### config.mk
export PLATFORM = sky130hd
export DESIGN_NAME = gpio_pad_bank
export DESIGN_NICKNAME = d
export VERILOG_FILES = /design/src/rtl/gpio_bank_pkg.sv /design/src/rtl/gpio_in_sync.sv /design/src/rtl/gpio_addr_decode.sv /design/src/rtl/gpio_pad_cell.sv /design/src/rtl/gpio_pad_bank.sv
export SDC_FILE = /design/constraint.sdc
export NUM_CORES = 1
export LEC_CHECK = 0
export BUFFER_PORTS_ARGS = -buffer_cell sky130_fd_sc_hd__buf_4
export CORE_AREA = 2 2 269 271
export DETAILED_ROUTE_END_ITERATION = 8
export DIE_AREA = 0 0 271 273
export GPL_TIMING_DRIVEN = 0
export PLACE_DENSITY_LB_ADDON = 0.12
export SETUP_SLACK_MARGIN = 0.2
export SYNTH_ARGS = -nofsm -noshare
export SYNTH_HDL_FRONTEND = slang
export SYNTH_SLANG_ARGS = --single-unit
### constraint.sdc
create_clock -name clk -period 5.13 [get_ports clk]
set_input_delay 0.2565 -clock clk [delete_from_list [all_inputs] [get_ports clk]]
set_output_delay 0.2565 -clock clk [all_outputs]
set_load 0.02 [all_outputs]
### src/rtl/gpio_bank_pkg.sv
package gpio_bank_pkg;

  localparam int ADDR_W          = 16;
  localparam int SLOTS_PER_GROUP = 15;
  localparam logic [ADDR_W-1:0] PAD_BASE = 16'h4400;

  localparam logic [2:0] MODE_BIDIR = 3'd0;
  localparam logic [2:0] MODE_OUT   = 3'd1;
  localparam logic [2:0] MODE_IN    = 3'd2;
  localparam logic [2:0] MODE_HIZ   = 3'd3;

  // bit of the inversion field that flips the received level (word 1 bit 6)
  localparam int RX_INV_BIT = 2;

  typedef struct packed {
    logic       in_window;
    logic [5:0] group;
    logic [6:0] slot;
    logic       word1;
  } pad_addr_t;

  // Split a byte address into group, slot and word select.
  function automatic pad_addr_t split_addr(input logic [ADDR_W-1:0] a);
    logic [ADDR_W-1:0] off;
    pad_addr_t         r;
    off         = a - PAD_BASE;
    r.in_window = (a >= PAD_BASE) && (off[1:0] == 2'b00);
    r.group     = off[15:10];
    r.slot      = off[9:3];
    r.word1     = off[2];
    return r;
  endfunction

  function automatic logic mode_drives(input logic [2:0] m);
    return (m == MODE_BIDIR) || (m == MODE_OUT);
  endfunction

  function automatic logic mode_senses(input logic [2:0] m);
    return (m == MODE_BIDIR) || (m == MODE_IN);
  endfunction

  function automatic logic [31:0] pack_word0(input logic [3:0] irq, input logic [2:0] mode,
                                             input logic tx, input logic rx);
    return {irq, 17'd0, mode, 6'd0, tx, rx};
  endfunction

  function automatic logic [31:0] pack_word1(input logic [3:0] inv, input logic [2:0] trig);
    return {24'd0, inv, 1'b0, trig};
  endfunction

endpackage

### src/rtl/gpio_in_sync.sv
module gpio_in_sync #(
  parameter int WIDTH = 1
) (
  input  logic             clk,
  input  logic             rst_n,
  input  logic [WIDTH-1:0] d,
  output logic [WIDTH-1:0] q
);

  logic [WIDTH-1:0] meta_q;

  always_ff @(posedge clk or negedge rst_n) begin
    if (!rst_n) begin
      meta_q <= '0;
      q      <= '0;
    end else begin
      meta_q <= d;
      q      <= meta_q;
    end
  end

endmodule

### src/rtl/gpio_addr_decode.sv
module gpio_addr_decode
  import gpio_bank_pkg::*;
#(
  parameter int                      NUM_GROUPS = 4,
  parameter logic [4*NUM_GROUPS-1:0] GROUP_POP  = 16'hC8F9,
  localparam int NPADS = NUM_GROUPS * SLOTS_PER_GROUP,
  localparam int IDX_W = $clog2(NPADS)
) (
  input  logic [ADDR_W-1:0] addr,
  output logic              hit,
  output logic [IDX_W-1:0]  pad_idx,
  output logic              sel_w1
);

  pad_addr_t  fa;
  logic [3:0] pop;
  logic       grp_ok;

  always_comb begin
    fa     = split_addr(addr);
    grp_ok = int'(fa.group) < NUM_GROUPS;
    pop    = '0;
    for (int g = 0; g < NUM_GROUPS; g++) begin
      if (int'(fa.group) == g) pop = GROUP_POP[4*g +: 4];
    end
    hit     = fa.in_window && grp_ok &&
              (fa.slot < 7'(SLOTS_PER_GROUP)) && (fa.slot < {3'b000, pop});
    pad_idx = IDX_W'(int'(fa.group) * SLOTS_PER_GROUP + int'(fa.slot));
    sel_w1  = fa.word1;
  end

endmodule

### src/rtl/gpio_pad_cell.sv
module gpio_pad_cell
  import gpio_bank_pkg::*;
#(
  parameter bit POPULATED = 1'b1
) (
  input  logic        clk,
  input  logic        rst_n,
  input  logic        wr_w0,
  input  logic        wr_w1,
  input  logic [31:0] wdata,
  input  logic        rx_sync,
  output logic [31:0] word0,
  output logic [31:0] word1,
  output logic        oe,
  output logic        out,
  output logic [3:0]  irq_sel,
  output logic [2:0]  trig
);

  logic [2:0] mode_q;
  logic       tx_q;
  logic [3:0] irq_q;
  logic [3:0] inv_q;
  logic [2:0] trig_q;
  logic       rx_bit;
  logic       unused_wdata;

  assign unused_wdata = ^{wdata[27:11], wdata[3], wdata[0]};

  always_ff @(posedge clk or negedge rst_n) begin
    if (!rst_n) begin
      mode_q <= MODE_HIZ;
      tx_q   <= 1'b0;
      irq_q  <= '0;
      inv_q  <= '0;
      trig_q <= '0;
    end else begin
      if (wr_w0) begin
        tx_q   <= wdata[1];
        mode_q <= wdata[10:8];
        irq_q  <= wdata[31:28];
      end
      if (wr_w1) begin
        inv_q  <= wdata[7:4];
        trig_q <= wdata[2:0];
      end
    end
  end

  assign rx_bit  = mode_senses(mode_q) & (rx_sync ^ inv_q[RX_INV_BIT]);
  assign word0   = POPULATED ? pack_word0(irq_q, mode_q, tx_q, rx_bit) : '0;
  assign word1   = POPULATED ? pack_word1(inv_q, trig_q) : '0;
  assign oe      = POPULATED && mode_drives(mode_q);
  assign out     = POPULATED && tx_q;
  assign irq_sel = POPULATED ? irq_q : '0;
  assign trig    = POPULATED ? trig_q : '0;

endmodule

### src/rtl/gpio_pad_bank.sv
module gpio_pad_bank
  import gpio_bank_pkg::*;
#(
  parameter int                      NUM_GROUPS = 4,
  parameter logic [4*NUM_GROUPS-1:0] GROUP_POP  = 16'hC8F9,
  localparam int NPADS = NUM_GROUPS * SLOTS_PER_GROUP,
  localparam int IDX_W = $clog2(NPADS)
) (
  input  logic                 clk,
  input  logic                 rst_n,
  input  logic                 bus_en,
  input  logic                 bus_we,
  input  logic [ADDR_W-1:0]    bus_addr,
  input  logic [31:0]          bus_wdata,
  output logic [31:0]          bus_rdata,
  output logic                 bus_err,
  input  logic [NPADS-1:0]     pad_in,
  output logic [NPADS-1:0]     pad_oe,
  output logic [NPADS-1:0]     pad_out,
  output logic [4*NPADS-1:0]   pad_irq_sel,
  output logic [3*NPADS-1:0]   pad_irq_trig
);

  // named internal events, observed by the bound checker
  logic [NPADS-1:0] rx_sync;
  logic             dec_hit;
  logic [IDX_W-1:0] dec_idx;
  logic             dec_w1;
  logic             wr_req;

  logic [31:0] w0_arr [NPADS];
  logic [31:0] w1_arr [NPADS];

  gpio_addr_decode #(
    .NUM_GROUPS(NUM_GROUPS),
    .GROUP_POP (GROUP_POP)
  ) u_dec (
    .addr   (bus_addr),
    .hit    (dec_hit),
    .pad_idx(dec_idx),
    .sel_w1 (dec_w1)
  );

  gpio_in_sync #(.WIDTH(NPADS)) u_sync (
    .clk  (clk),
    .rst_n(rst_n),
    .d    (pad_in),
    .q    (rx_sync)
  );

  assign wr_req = bus_en & bus_we & dec_hit;

  for (genvar p = 0; p < NPADS; p++) begin : g_pad
    localparam int GRP = p / SLOTS_PER_GROUP;
    localparam int SLT = p % SLOTS_PER_GROUP;
    localparam bit FIT = SLT < int'(GROUP_POP[4*GRP +: 4]);

    logic sel;
    assign sel = wr_req && (dec_idx == IDX_W'(p));

    gpio_pad_cell #(.POPULATED(FIT)) u_cell (
      .clk    (clk),
      .rst_n  (rst_n),
      .wr_w0  (sel && !dec_w1),
      .wr_w1  (sel && dec_w1),
      .wdata  (bus_wdata),
      .rx_sync(rx_sync[p]),
      .word0  (w0_arr[p]),
      .word1  (w1_arr[p]),
      .oe     (pad_oe[p]),
      .out    (pad_out[p]),
      .irq_sel(pad_irq_sel[4*p +: 4]),
      .trig   (pad_irq_trig[3*p +: 3])
    );
  end

  always_comb begin
    bus_rdata = '0;
    if (bus_en && dec_hit) begin
      bus_rdata = dec_w1 ? w1_arr[dec_idx] : w0_arr[dec_idx];
    end
  end

  assign bus_err = bus_en & ~dec_hit;

endmodule

==> metrics.txt <==
# TYPE chip_impl_metric gauge
chip_impl_metric{name="die_h",unit="um"} 273
chip_impl_metric{name="io_pins",unit=""} 685
chip_impl_metric{name="synth_seq_area_share",unit="%"} 51.39
chip_impl_metric{name="final-seq-area",unit="mm^2"} 0.01883
chip_impl_info{name="rsz0062_at_grt",value="yes"} 1
chip_impl_metric{name="post_synth_instance_area",unit="mm^2"} 0.03664
chip_impl_info{name="tritoncts_clock_tree",value="built"} 1
chip_impl_info{name="critPathLaunchType",value="input port"} 1
chip_impl_metric{name="async_flop_share",unit="%"} 100.0
chip_impl_metric{name="dpl_worst_slack",unit="ps"} -2151
chip_impl_metric{name="timing.max_slew.rel_slack",unit="%"} 18.62
chip_impl_metric{name="place.gp.congestion",unit=""} 0.9608
chip_impl_info{name="failing_checks",value="setup timing"} 1
chip_impl_metric{name="dp_hpwl",unit="um"} 98780
chip_impl_metric{name="insertion_delay",unit="ps"} 650
chip_impl_metric{name="vias_per_cell",unit=""} 5.919
chip_impl_info{name="timing.hold.worst.class",value="in -> reg"} 1
chip_impl_metric{name="cp.buffers_inverters",unit=""} 5
chip_impl_info{name="yosys_most_used_dff",value="sky130_fd_sc_hd__dfrtp_1"} 1
chip_impl_metric{name="max_slew_violation_count",unit=""} 0
chip_impl_metric{name="post_route_cells_drive_above_1_share",unit="%"} 55.65
chip_impl_metric{name="met2_usage",unit="%"} 56.66
chip_impl_info{name="path_delay_family",value="buffers and inverters"} 1
chip_impl_metric{name="synth.ff_latch_count",unit=""} 748
chip_impl_metric{name="wire_per_inst",unit="um"} 29.81
chip_impl_metric{name="synth_cells",unit=""} 2658
chip_impl_metric{name="via_count",unit=""} 26520
chip_impl_metric{name="hold-worst-slack",unit="ps"} 34.09
chip_impl_metric{name="netlist.area_leader.share",unit="%"} 45.08
chip_impl_metric{name="synth_enable_flop_cells",unit=""} 0
chip_impl_metric{name="remaining_drc_errors",unit=""} 0
chip_impl_metric{name="area_delta_synth_final",unit="%"} 26.36
chip_impl_metric{name="drt-pass1-iter-count",unit=""} 8
chip_impl_metric{name="max_freq",unit="MHz"} 193.9
chip_impl_metric{name="die_x",unit="um"} 271
chip_impl_metric{name="synth.distinct_cells",unit=""} 67
chip_impl_metric{name="max-vdd-ir-drop",unit="mV"} 0.4243
chip_impl_metric{name="max-clock-path-buffers",unit=""} 3
chip_impl_info{name="layout.cells.most_common",value="sky130_fd_sc_hd__buf_4"} 1
chip_impl_info{name="post_synth_main_area_contributors",value="sky130_fd_sc_hd__dfrtp_1 45%, sky130_fd_sc_hd__mux2_2 21%, sky130_fd_sc_hd__mux4_2 9.1%, sky130_fd_sc_hd__dfstp_2 6.3%, sky130_fd_sc_hd__buf_4 5.2%"} 1
chip_impl_metric{name="yosys_warnings",unit=""} 0
chip_impl_metric{name="power",unit="uW"} 17100
chip_impl_info{name="clockRootBuffer",value="sky130_fd_sc_hd__clkbuf_16"} 1
chip_impl_metric{name="final.min_clock_period",unit="ps"} 5159
chip_impl_metric{name="cts_made_buffers",unit=""} 80
chip_impl_metric{name="timing.critical_path.arrival",unit="ps"} 4900
chip_impl_metric{name="postSynthAreaPerCell",unit="um^2"} 13.78
chip_impl_metric{name="clock-skew-final",unit="ps"} 32.76
chip_impl_metric{name="cap_viol_max_count",unit=""} 0
chip_impl_metric{name="netSwitchingPower",unit="uW"} 6012
chip_impl_info{name="grt_busiest_layer",value="met2"} 1
chip_impl_metric{name="cts_sinks",unit=""} 748
chip_impl_metric{name="grt_overflow",unit=""} 0
chip_impl_metric{name="vias_in_the_first_global_route",unit=""} 27170
chip_impl_metric{name="powerDensity",unit="mW/mm^2"} 369.3
chip_impl_metric{name="power.combinational.fraction",unit="%"} 30.6
chip_impl_metric{name="worst_slack",unit="ps"} -28.57
chip_impl_metric{name="internal_power",unit="uW"} 11080
chip_impl_metric{name="port-buffer-count",unit=""} 486
chip_impl_metric{name="timing.reg2reg.setup_slack",unit="ps"} 4230
chip_impl_info{name="final_cell_mix",value="759 x sky130_fd_sc_hd__buf_4, 673 x sky130_fd_sc_hd__mux2_2, 660 x sky130_fd_sc_hd__dfrtp_1"} 1
chip_impl_metric{name="clock_transition_at_the_registers_of_the_reported_paths",unit="ps"} 60
chip_impl_metric{name="core.rowCount",unit=""} 98
chip_impl_metric{name="finalWirelength",unit="um"} 133600
chip_impl_metric{name="start_util",unit="%"} 51.61
chip_impl_info{name="cell_chain_of_the_critical_path",value="buf_4 > ha_1 > ha_1 > clkbuf_2 > clkbuf_1 > buf_2 > mux4_2 > nand2_1 > o21ai_0 > a21oi_2 > mux2i_4 > o32ai_4 > a2111oi_4 > buf_4"} 1
chip_impl_metric{name="fp.dieArea",unit="mm^2"} 0.07398
chip_impl_metric{name="slowest_delay",unit="ps"} 950
chip_impl_metric{name="gr-usage-met3",unit="%"} 9.613
chip_impl_metric{name="globalRouteMet1Util",unit="%"} 45.95
chip_impl_metric{name="power.clock.fraction",unit="%"} 34.4
chip_impl_metric{name="seq_power_share",unit="%"} 34.9
chip_impl_metric{name="switching_share",unit="%"} 35.17
chip_impl_metric{name="final_nets",unit=""} 3604
chip_impl_metric{name="route.antenna.remaining_nets",unit=""} 0
chip_impl_info{name="library_cell_occupying_the_most_area_in_the_post_synthesis_netlist",value="sky130_fd_sc_hd__dfrtp_1"} 1
chip_impl_metric{name="multiInputGateArea",unit="mm^2"} 0.01609
chip_impl_metric{name="finalHoldViolCount",unit=""} 0
chip_impl_metric{name="drt-initial-drc-count",unit=""} 2544
chip_impl_metric{name="critical_path.max_fanout",unit=""} 10
chip_impl_metric{name="timing_worst_slew_pin_value",unit="ps"} 1221
chip_impl_metric{name="fillerInstances",unit=""} 5281
chip_impl_metric{name="setup_viol",unit=""} 1
chip_impl_metric{name="antenna_found_initial",unit=""} 3
chip_impl_info{name="crit_slowest_cell",value="sky130_fd_sc_hd__clkbuf_1"} 1
chip_impl_info{name="worstSetupEndpointType",value="primary output"} 1
chip_impl_metric{name="grt_util_all_layers",unit="%"} 35.70
chip_impl_metric{name="grt_max_degree",unit=""} 131
chip_impl_info{name="crit_type",value="in -> out"} 1
chip_impl_metric{name="layout_worst_path_cycle_share",unit="%"} 100.6
chip_impl_metric{name="h-tree-depth",unit=""} 3
chip_impl_info{name="outcome",value="finished, violations left"} 1
chip_impl_metric{name="grt_first_pass_wirelength",unit="um"} 191000
chip_impl_metric{name="power_leakage",unit="uW"} 0.02279
chip_impl_metric{name="core",unit="mm^2"} 0.07100
chip_impl_metric{name="worst-endpoint-required",unit="ps"} 4870
## synthesized netlist by cell type, drive strengths merged (7+ instances only)
master,instances
nor4,28
fa,7
a221oi,20
or3,9
nand2,102
nor2,103
a22o,12
o41ai,8
xnor2,46
buf,302
nand3,33
o21ai,16
dfrtp,660
a22oi,15
o22ai,7
o211ai,19
mux2,677
clkbuf,116
mux4,148
ha,17
and3,9
a21oi,56
xor2,12
mux2i,24
inv,21
dfstp,88
nor3,35
## layout make-up
| type | count | area share (%) |
|---|---|---|
| Antenna cell | 2 | 0.01081 |
| Tap cell | 950 | 2.567 |
| Multi-Input combinational cell | 1631 | 34.76 |
| Sequential cell | 748 | 40.67 |
| Timing Repair Buffer | 567 | 9.897 |
| Clock buffer | 122 | 5.124 |
| Clock inverter | 21 | 0.6270 |
| Inverter | 22 | 0.2108 |
| Buffer | 418 | 6.135 |
## layer usage
| metal | up-vias | share of wire [%] | wire (um) |
|---|---|---|---|
| met3 | 379 | 8.9 | 11900 |
| li1 | 10900 | - | - |
| met1 | 13820 | 38 | 50970 |
| met4 | 4 | 5.2 | 6951 |
| met5 | - | 0.018 | 24 |
| met2 | 1418 | 48 | 63730 |
## logic make-up (layout without fill, tap and decap cells)
group	Yosys count	after routing	share of synthesized area, %
buf+inv	440	1150	7.212
mux	849	849	30.56
simple gates	354	354	4.914
compound gates	183	183	3.432
xor+xnor	59	59	1.523
fa+ha+maj	24	24	0.9630
other cells	1	164	0.01023
flops	748	748	51.39
## power by group through the flow
stage               clock network (uW)  logic, uW  registers, uW
finish                            5890       5240           5970
global route                      6210       5280           5970
CTS                               5930       4850           5970
detailed placement                   0       4100           6070
global placement                     0       4040           6070
floorplan                            0       2260           6060
## metrics by stage
stage	instance area, um^2	instances	utilization [%]	setup TNS, ps
floorplan	37270	2819	-	0
finish	46300	4481	65.21	-28.57
global placement	42110	4255	59.31	-3374920
global route	46290	4479	65.20	0
detailed placement	42310	4262	59.60	-532480
CTS	46220	4476	65.10	0
## path summary, 6_finish.rpt
kind,from,end,cells after the start
worst min register to register,u_sync.meta_q[47],u_sync.q[47],0
max in group asynchronous,rst_n,g_pad[23].u_cell.mode_q[1],6
worst min-delay path,bus_wdata[31],g_pad[46].u_cell.irq_sel[3],2
worst max register to register,g_pad[37].u_cell.trig[1],g_pad[37].u_cell.trig[1],1
worst max-delay path,bus_addr[4],bus_rdata[1],14
min in group asynchronous,rst_n,g_pad[0].u_cell.trig[2],2
## state kept, by name (all words and copies together) (netlist names)
signal                count
g_pad.u_cell.inv_q      176
g_pad.u_cell.trig       132
u_sync.meta_q            44
g_pad.u_cell.out         44
g_pad.u_cell.irq_sel    176
g_pad.u_cell.mode_q     132
u_sync.q                 44
## what timing repair did
action	4_1_cts	5_1_grt
pin swaps	21	21
buffers inserted	15	3
hold endpoints to repair	142	0
hold buffers	56	0
resized for setup	160	30
gates cloned	0	0
endpoints found under the setup margin	656	32
No activity file was read; power rests on OpenSTA's default activity.
